==> src/rtl/failLogPkg.sv <==
package failLogPkg;
  // strobes from the control half to the datapath half
  typedef struct packed {
    logic captureEn;  // load a fresh record
    logic shiftEn;    // move the record one place toward bit 0
  } logStrobe_t;
endpackage

==> src/rtl/failLogPath.sv <==
module failLogPath
  import failLogPkg::*;
#(
  parameter int ADDR_W = 11,
  parameter int DATA_W = 64,
  parameter int SEED_W = 4,
  parameter int LOG_W  = ADDR_W + DATA_W + SEED_W
) (
  input  logic              clk,
  input  logic              rstN,
  input  logStrobe_t        strb,
  input  logic [ADDR_W-1:0] cmpAddr,
  input  logic [DATA_W-1:0] expData,
  input  logic [DATA_W-1:0] rdData,
  input  logic [SEED_W-1:0] seed,
  output logic              mismatchAny,
  output logic              serialBit,
  output logic [LOG_W-1:0]  logVec
);
  logic [DATA_W-1:0] failMask;
  logic [LOG_W-1:0]  logReg;

  // one mismatch detector per data lane
  for (genvar g = 0; g < DATA_W; g++) begin : gLane
    assign failMask[g] = expData[g] ^ rdData[g];
  end

  assign mismatchAny = |failMask;

  always_ff @(posedge clk or negedge rstN) begin
    if (!rstN) begin
      logReg <= '0;
    end else if (strb.captureEn) begin
      logReg <= {cmpAddr, failMask, seed};
    end else if (strb.shiftEn) begin
      logReg <= {1'b0, logReg[LOG_W-1:1]};
    end
  end

  assign serialBit = strb.shiftEn ? logReg[0] : 1'b0;
  assign logVec    = logReg;
endmodule

==> src/rtl/failLogCtrl.sv <==
module failLogCtrl
  import failLogPkg::*;
#(
  parameter int LOG_W = 79
) (
  input  logic       clk,
  input  logic       rstN,
  input  logic       runEn,
  input  logic       bitmapMode,
  input  logic       cmpValid,
  input  logic       dataShift,
  input  logic       mismatchAny,
  output logStrobe_t strb,
  output logic       stall,
  output logic       failFlag,
  output logic       logValid
);
  localparam int CNT_W = $clog2(LOG_W + 1);

  logic             dsD1;
  logic             dsD2;
  logic [CNT_W-1:0] bitCnt;
  logic             busy;
  logic             failHit;
  logic             unloadEnd;
  logic             clearLog;

  assign stall     = bitmapMode & dataShift;
  assign busy      = dataShift | dsD1 | dsD2;
  assign failHit   = cmpValid & runEn & ~stall & mismatchAny;
  assign unloadEnd = dsD2 & ~dsD1 & (bitCnt >= CNT_W'(LOG_W));
  assign clearLog  = bitmapMode & unloadEnd;

  always_comb begin
    strb           = '0;
    strb.captureEn = failHit & ~logValid & ~busy;
    strb.shiftEn   = dsD2;
  end

  // two-stage delay of the unload request gives the fixed output latency
  always_ff @(posedge clk or negedge rstN) begin
    if (!rstN) begin
      dsD1 <= 1'b0;
      dsD2 <= 1'b0;
    end else begin
      dsD1 <= dataShift;
      dsD2 <= dsD1;
    end
  end

  always_ff @(posedge clk or negedge rstN) begin
    if (!rstN) begin
      bitCnt <= '0;
    end else if (dataShift && !dsD1) begin
      bitCnt <= '0;
    end else if (dsD2 && (bitCnt < CNT_W'(LOG_W))) begin
      bitCnt <= bitCnt + 1'b1;
    end
  end

  always_ff @(posedge clk or negedge rstN) begin
    if (!rstN) begin
      logValid <= 1'b0;
    end else if (strb.captureEn) begin
      logValid <= 1'b1;
    end else if (clearLog) begin
      logValid <= 1'b0;
    end
  end

  always_ff @(posedge clk or negedge rstN) begin
    if (!rstN) begin
      failFlag <= 1'b0;
    end else if (!runEn || stall) begin
      failFlag <= 1'b0;
    end else if (failHit) begin
      failFlag <= 1'b1;
    end
  end
endmodule

==> src/rtl/failLogTop.sv <==
module failLogTop
  import failLogPkg::*;
#(
  parameter int ADDR_W = 11,
  parameter int DATA_W = 64,
  parameter int SEED_W = 4
) (
  input  logic              clk,
  input  logic              rstN,
  input  logic              runEn,
  input  logic              bitmapMode,
  input  logic              cmpValid,
  input  logic [ADDR_W-1:0] cmpAddr,
  input  logic [DATA_W-1:0] expData,
  input  logic [DATA_W-1:0] rdData,
  input  logic [SEED_W-1:0] seed,
  input  logic              dataShift,
  output logic              serialOut,
  output logic              failFlag,
  output logic              logValid,
  output logic              stall
);
  localparam int LOG_W = ADDR_W + DATA_W + SEED_W;

  logStrobe_t       strb;
  logic             mismatchAny;
  logic [LOG_W-1:0] logVec;

  failLogCtrl #(.LOG_W(LOG_W)) ctrlI (
    .clk(clk), .rstN(rstN), .runEn(runEn), .bitmapMode(bitmapMode),
    .cmpValid(cmpValid), .dataShift(dataShift), .mismatchAny(mismatchAny),
    .strb(strb), .stall(stall), .failFlag(failFlag), .logValid(logValid)
  );

  failLogPath #(.ADDR_W(ADDR_W), .DATA_W(DATA_W), .SEED_W(SEED_W), .LOG_W(LOG_W)) pathI (
    .clk(clk), .rstN(rstN), .strb(strb), .cmpAddr(cmpAddr),
    .expData(expData), .rdData(rdData), .seed(seed),
    .mismatchAny(mismatchAny), .serialBit(serialOut), .logVec(logVec)
  );
endmodule

==> config.mk <==
export PLATFORM = sky130hd
export DESIGN_NAME = failLogTop
export DESIGN_NICKNAME = d
export VERILOG_FILES = /design/src/rtl/failLogPkg.sv /design/src/rtl/failLogPath.sv /design/src/rtl/failLogCtrl.sv /design/src/rtl/failLogTop.sv
export SDC_FILE = /design/constraint.sdc
export NUM_CORES = 1
export LEC_CHECK = 0
export BUFFER_PORTS_ARGS = -buffer_cell sky130_fd_sc_hd__buf_4
export CAP_MARGIN = 20
export CORE_ASPECT_RATIO = 1.5
export CORE_MARGIN = 8
export CORE_UTILIZATION = 46
export CTS_BUF_LIST = sky130_fd_sc_hd__clkbuf_4 sky130_fd_sc_hd__clkbuf_8 sky130_fd_sc_hd__clkbuf_16
export DETAILED_ROUTE_END_ITERATION = 6
export PLACE_DENSITY_LB_ADDON = 0.08
export SYNTH_ARGS = -nofsm -noshare
export SYNTH_HDL_FRONTEND = slang
export SYNTH_SLANG_ARGS = --single-unit
==> constraint.sdc <==
create_clock -name clk -period 2.1 [get_ports clk]
set_clock_uncertainty 0.2 [all_clocks]
set_input_delay 0.42 -clock clk [delete_from_list [all_inputs] [get_ports clk]]
set_output_delay 0.42 -clock clk [all_outputs]
set_load 0.005 [all_outputs]
# ---- Word-level counts from Yosys, hierarchy flattened
# Index checks and enable logic that the tools add are counted.
dict set report totals {
  rom_bits 0
  ff_bits 90
  latch_bits 0
  input_bits 149
  mem_bits_rw 0
  memories 0
}
dict set report classes {
  n_bitwise 79
  shifts 0
  n_mux 9
  order_cmp 2
  div_mod_pow 0
  n_reduce_logical 10
  multipliers 0
  n_eq_ne 0
  add_sub_neg 1
}
# operator n
set op_table {}
lappend op_table {{79-bit 2-to-1 mux} 2}
lappend op_table {{64-bit OR reduction} 1}
lappend op_table {{1-bit bitwise XOR} 64}
lappend op_table {{7-bit 2-to-1 mux} 2}
lappend op_table {{1-bit AND} 9}
lappend op_table {{2-bit nonzero test} 4}
lappend op_table {{7-bit by 1-bit adder with 7-bit output (second input constant)} 1}
lappend op_table {{7-bit >= comparator (second input constant)} 1}
lappend op_table {{7-bit < comparator (second input constant)} 1}
lappend op_table {{1-bit 2-to-1 mux} 5}
lappend op_table {{1-bit inverter} 4}
lappend op_table {{1-bit logical AND} 2}
lappend op_table {{1-bit zero test} 2}
lappend op_table {{1-bit bitwise OR} 2}
lappend op_table {{1-bit logical OR} 1}

# ---- Depth between registers and ports, before layout
dict set report depth {
  depth_word 7
  mapped_depth 8
  mapped_depth_nobuf 6
}

# ---- Hierarchy
# Synthesis repeated with hierarchy kept, for this count alone.
dict set report unflattened {
  hier_cells 496
  hier_area_um2 4968.5
}
# mod cells_each n_inst area_each_um2
set by_module_without_submodules {}
lappend by_module_without_submodules {failLogPath 436 1 4371.7}
lappend by_module_without_submodules {failLogCtrl 60 1 596.8}

# ---- Worst setup path after synthesis
# No wires, ideal clock.
dict set report synth_timing {
  path_kind {input to register}
  from {input port rdData[44]}
  to {register pathI.logReg[0] (netlist: pathI.logVec[0])}
  t_required_ns 1.774
  cell_stages 8
  setup_time_ns 0.126
  slack_ns -0.460
  arrival_time_ns 2.234
  n_path_buf 2
  path_cell_list {xor2_1 > nor4_1 > nand4_1 > or4_4 > and2_4 > buf_6 > buf_6 > a221o_1}
}
dict set report synth_via {
  elab_chain_len 6
  elab_cells_between_ends 7
}
# item line_no
set synth_lines {}
lappend synth_lines {{from (decl)} failLogTop.sv:15} ;# input logic [DATA_W-1:0] rdData,
lappend synth_lines {{1-bit bitwise XOR (*)} failLogPath.sv:25} ;# assign failMask[g] = expData[g] ^ rdData[g];
lappend synth_lines {{64-bit OR reduction (*)} failLogPath.sv:28} ;# assign mismatchAny = |failMask;
lappend synth_lines {{1-bit AND (*)} failLogCtrl.sv:30} ;# assign failHit = cmpValid & runEn & ~stall & mismatchAny;
lappend synth_lines {{1-bit AND (*) (2 in a row)} failLogCtrl.sv:36} ;# strb.captureEn = failHit & ~logValid & ~busy;
lappend synth_lines {{79-bit 2-to-1 mux or 2-bit nonzero test (tied branches)} -}
lappend synth_lines {{to (signal assigned)} failLogPath.sv:34} ;# logReg <= {cmpAddr, failMask, seed};
lappend synth_lines {{to (signal assigned)} failLogPath.sv:36} ;# logReg <= {1'b0, logReg[LOG_W-1:1]};
lappend synth_lines {{to (decl)} failLogPath.sv:21} ;# logic [LOG_W-1:0] logReg;
# Every way passes the cells marked *; elsewhere a longest branch is shown, timed or not.
# A chain may end at the register's enable or synchronous reset.

# ---- Worst setup path in the final report
dict set report layout_timing {
  from {input port rdData[51]}
  to {register pathI.logReg[2] (netlist: pathI.logVec[2])}
}
# The elaborated chain is that of the path after synthesis.

==> impl_results.md <==
* RR Endpoint: pathI.logVec[2]
* Worst hold stages at 1
* Slew HR at 67.6%
* Comb power frac at 23.9%
* Tot Pwr at 0.00534 W
* Fraction of layout cells with a size suffix above 1 at 42.2%
* Fillers at 742
* Post-synthesis cell area at 4610 um^2
* Power share of the clock group at 32.9%
* RSZ-0062 raised after global routing: yes
* Buffers on Ports at 152
* Max-Cap Viols at 0
* Core area at 9970 um^2
* Hold Crit Class: in -> reg
* Post-route ant nets at 0
* Failing checks: negative setup slack
* Post-route cell area at 6970 um^2
* Flop-to-flop setup slack at 0.10 ns
* Global route overflow at 0
* Hold Path End: ctrlI.dsD1
* Worst slew pin tran at 0.484 ns
* Antenna violations before repair at 0
* FF-to-FF Start: ctrlI.logValid
* Maximum vdd drop at 465 uV
* Synth top area share at 48.9%
* Area of the multi-input gates at 2390 um^2
* Met1 WL at 5300 um
* Worst setup EP type: flip-flop
* Mapped Cells at 399
* Min-delay src: dataShift
* Crit path time final at 2.38 ns
* Vias in the first global route at 4534
* Hold Vio Cnt, Final at 0
* Mean Syn Cell Area at 11.5 um^2
* First-pass GRT wire length at 22100 um
* Met3 WL post-DR at 661 um
* Int Pwr at 0.00391 W
* WS Path Type: in -> reg
* Worst path cell trace: buf_4, xor2_2, nor4_2, nand4_1, or4_4, a21oi_4, buf_12, buf_12, a221o_1
* EDFF count, synth at 0
* Skew-Pair Late Insertion Delay at 0.34 ns
* GP Congestion at 0.827
* Count leader, synth: dfrtp_1
* Routed via count at 4016
* # IOs at 153
* Synthesized Nets at 549
* Drc violations at 0
* Synth area leaders: dfrtp_1, xor2_1, a22o_1
* Final wirelength at 13700 um
* Reg area at 2250 um^2
* Avg WL per Cell at 19.0 um
* Chip height at 139 um
* Synth Register Bits at 90
* Final net count at 749
* Run status: complete, but fails checks
* Avg Vias per Cell at 5.57
* Die Footprint at 13500 um^2
* Final period util at 113%
* Placed Cells at 696
* Synth async-reset ratio at 100%
* Setup violators final at 81
* Synth top cells by count: dfrtp_1, xor2_1, a21o_1, a22o_1, nor4_1
* DP HPWL at 9950 um
* Clock Sinks at 90
* Leakage at 3.84 nW
* Unique masters post-synth at 32
* Reg2Reg Depth at 6
* Slowest cell on the critical path: or4_4
* P&R area growth vs syn at 51.3%
* YS warnings at 0
* Drt pass-1 iters at 4
* Iteration-0 DRC Markers at 149
* Row Count at 45
* Critical path required time at 2.18 ns
* Met2 wire length at 7420 um
* Seq/Total Area, Yosys at 48.9%
* Pwr per Cell Area at 766 nW/um^2
* TritonCTS buffer count at 9
* Critical path arrival at 2.46 ns
* Largest net degree at the start of global routing at 84
* Most used cell, CP: buf_12
* Non-filler instance count after layout at 721
* Clock Tree Buf Depth at 2
* GRT Util Overall at 20.3%
* Fraction of power consumed by sequential logic at 43.2%
* Placement Cell Area at 6270 um^2
* P_sw at 0.00143 W
* Final worst slack at -0.283 ns
* CP startpoint kind: primary input
* Top FF cell, synth: dfrtp_1
* Root Driver: clkbuf_16
* Reg clk slew, reported paths at 0.06 ns
* Worst hold margin at 0.00913 ns
* Initial Util at 46.2%
* Uppermost layer routed: met4
* Sw Ratio at 26.8%
* H-Tree Level Count at 3
* Diode count at 0
* TritonCTS clock tree: yes
* Area leader, netlist: dfrtp_1
* CP peak stage delay at 0.59 ns
* Worst slack, placed at -0.756 ns
* Max-slew violations at 0
* Die Width at 97.7 um
* Max Fclk at 420 MHz
* Crit path max fanout at 14
==> layout make-up <==
cell class | instances | share of cell area [%]
Timing Repair Buffer | 217 | 26.7
Tap cell | 117 | 2.10
Sequential cell | 90 | 32.3
Clock buffer | 9 | 3.23
Clock inverter | 7 | 1.44
Multi-Input combinational cell | 281 | 34.2
==> worst max-delay path: cells and delay by family <==
| kind | cells | cell delay, ns |
|---|---|---|
| xor gates and xnor gates | 1 | 0.18 |
| AOI/OAI and AO/OA | 2 | 0.32 |
| and+or+nand+nor | 3 | 1.08 |
| buffers and inverters | 3 | 0.46 |
==> through the flow <==
stage          util, %  TNS, ns
2_1_floorplan        -   -21.14
3_3_place_gp      62.9   -54.91
3_5_place_dp      62.9   -56.68
4_1_cts           68.2   -18.13
5_1_grt           69.9   -24.89
6_report          69.9   -19.19
==> kinds of logic after synthesis <==
kind of cell               count (synthesis)  synth area share, %
AOI/OAI and AO/OA                        149                 26.6
and+or+nand+nor                           61                 7.96
xor gates and xnor gates                  69                 13.1
muxes                                      1                0.217
DFF                                       90                 48.9
adders and majority gates                  1                0.271
buffers and inverters                     28                 2.93
==> registers in the layout, indices dropped and copies added (netlist names) <==
register        flops
ctrlI.failFlag      1
ctrlI.logValid      1
pathI.logVec       79
ctrlI.dsD2          1
ctrlI.dsD1          1
ctrlI.bitCnt        7
==> cell usage in the layout, fill, tap and decap left out, types with 2 or more instances in the layout <==
| master | count |
|---|---|
| dfrtp_1 | 89 |
| nor4_2 | 7 |
| xor2_2 | 5 |
| xor2_4 | 2 |
| buf_6 | 4 |
| a22o_1 | 64 |
| clkbuf_16 | 12 |
| xor2_1 | 61 |
| and2_1 | 16 |
| a221o_1 | 14 |
| nor4_4 | 2 |
| nor2_1 | 8 |
| buf_16 | 3 |
| inv_6 | 3 |
| bufinv_16 | 2 |
| nand4_1 | 8 |
| nand2b_1 | 2 |
| buf_4 | 198 |
| a21o_1 | 64 |
| buf_12 | 8 |
| nor4_1 | 8 |
| nand2_1 | 2 |
==> routing by layer <==
metal / vias up / GRT usage, %
li1: 1890 / -
met3: 25 / 4.37
met4: 0 / 7.59
met1: 1973 / 22.6
met5: - / 0
met2: 128 / 36.7
==> power by group through the flow <==
stage	Combinational, W	Sequential [W]	Clock (W)
global placement	0.00115	0.00231	0
global route	0.00138	0.00235	0.00187
finish	0.00128	0.00231	0.00176
CTS	0.00125	0.00230	0.00178
floorplan	0.000629	0.00226	0
detailed placement	0.00118	0.00233	0
==> worst max path at each step <==
stage | startpoint | end | cells after the start
final | rdData[51] | pathI.logVec[2] | 9
after global routing | rdData[51] | pathI.logVec[72] | 9
after CTS | rdData[26] | pathI.logVec[26] | 10
after floorplan | rdData[37] | pathI.logVec[0] | 8
after global placement | rdData[37] | pathI.logVec[72] | 9
after detailed placement | rdData[2] | pathI.logVec[0] | 9
==> timing repair <==
item                                   4_1_cts  5_1_grt
setup endpoints to repair                   81       81
pin swaps                                   15       14
hold buffers                                 1        0
resized for setup                           21       16
cloned                                       3        3
buffers inserted                             2        3
endpoints found under the hold margin       28        0
No activity file was read; power rests on OpenSTA's default activity.
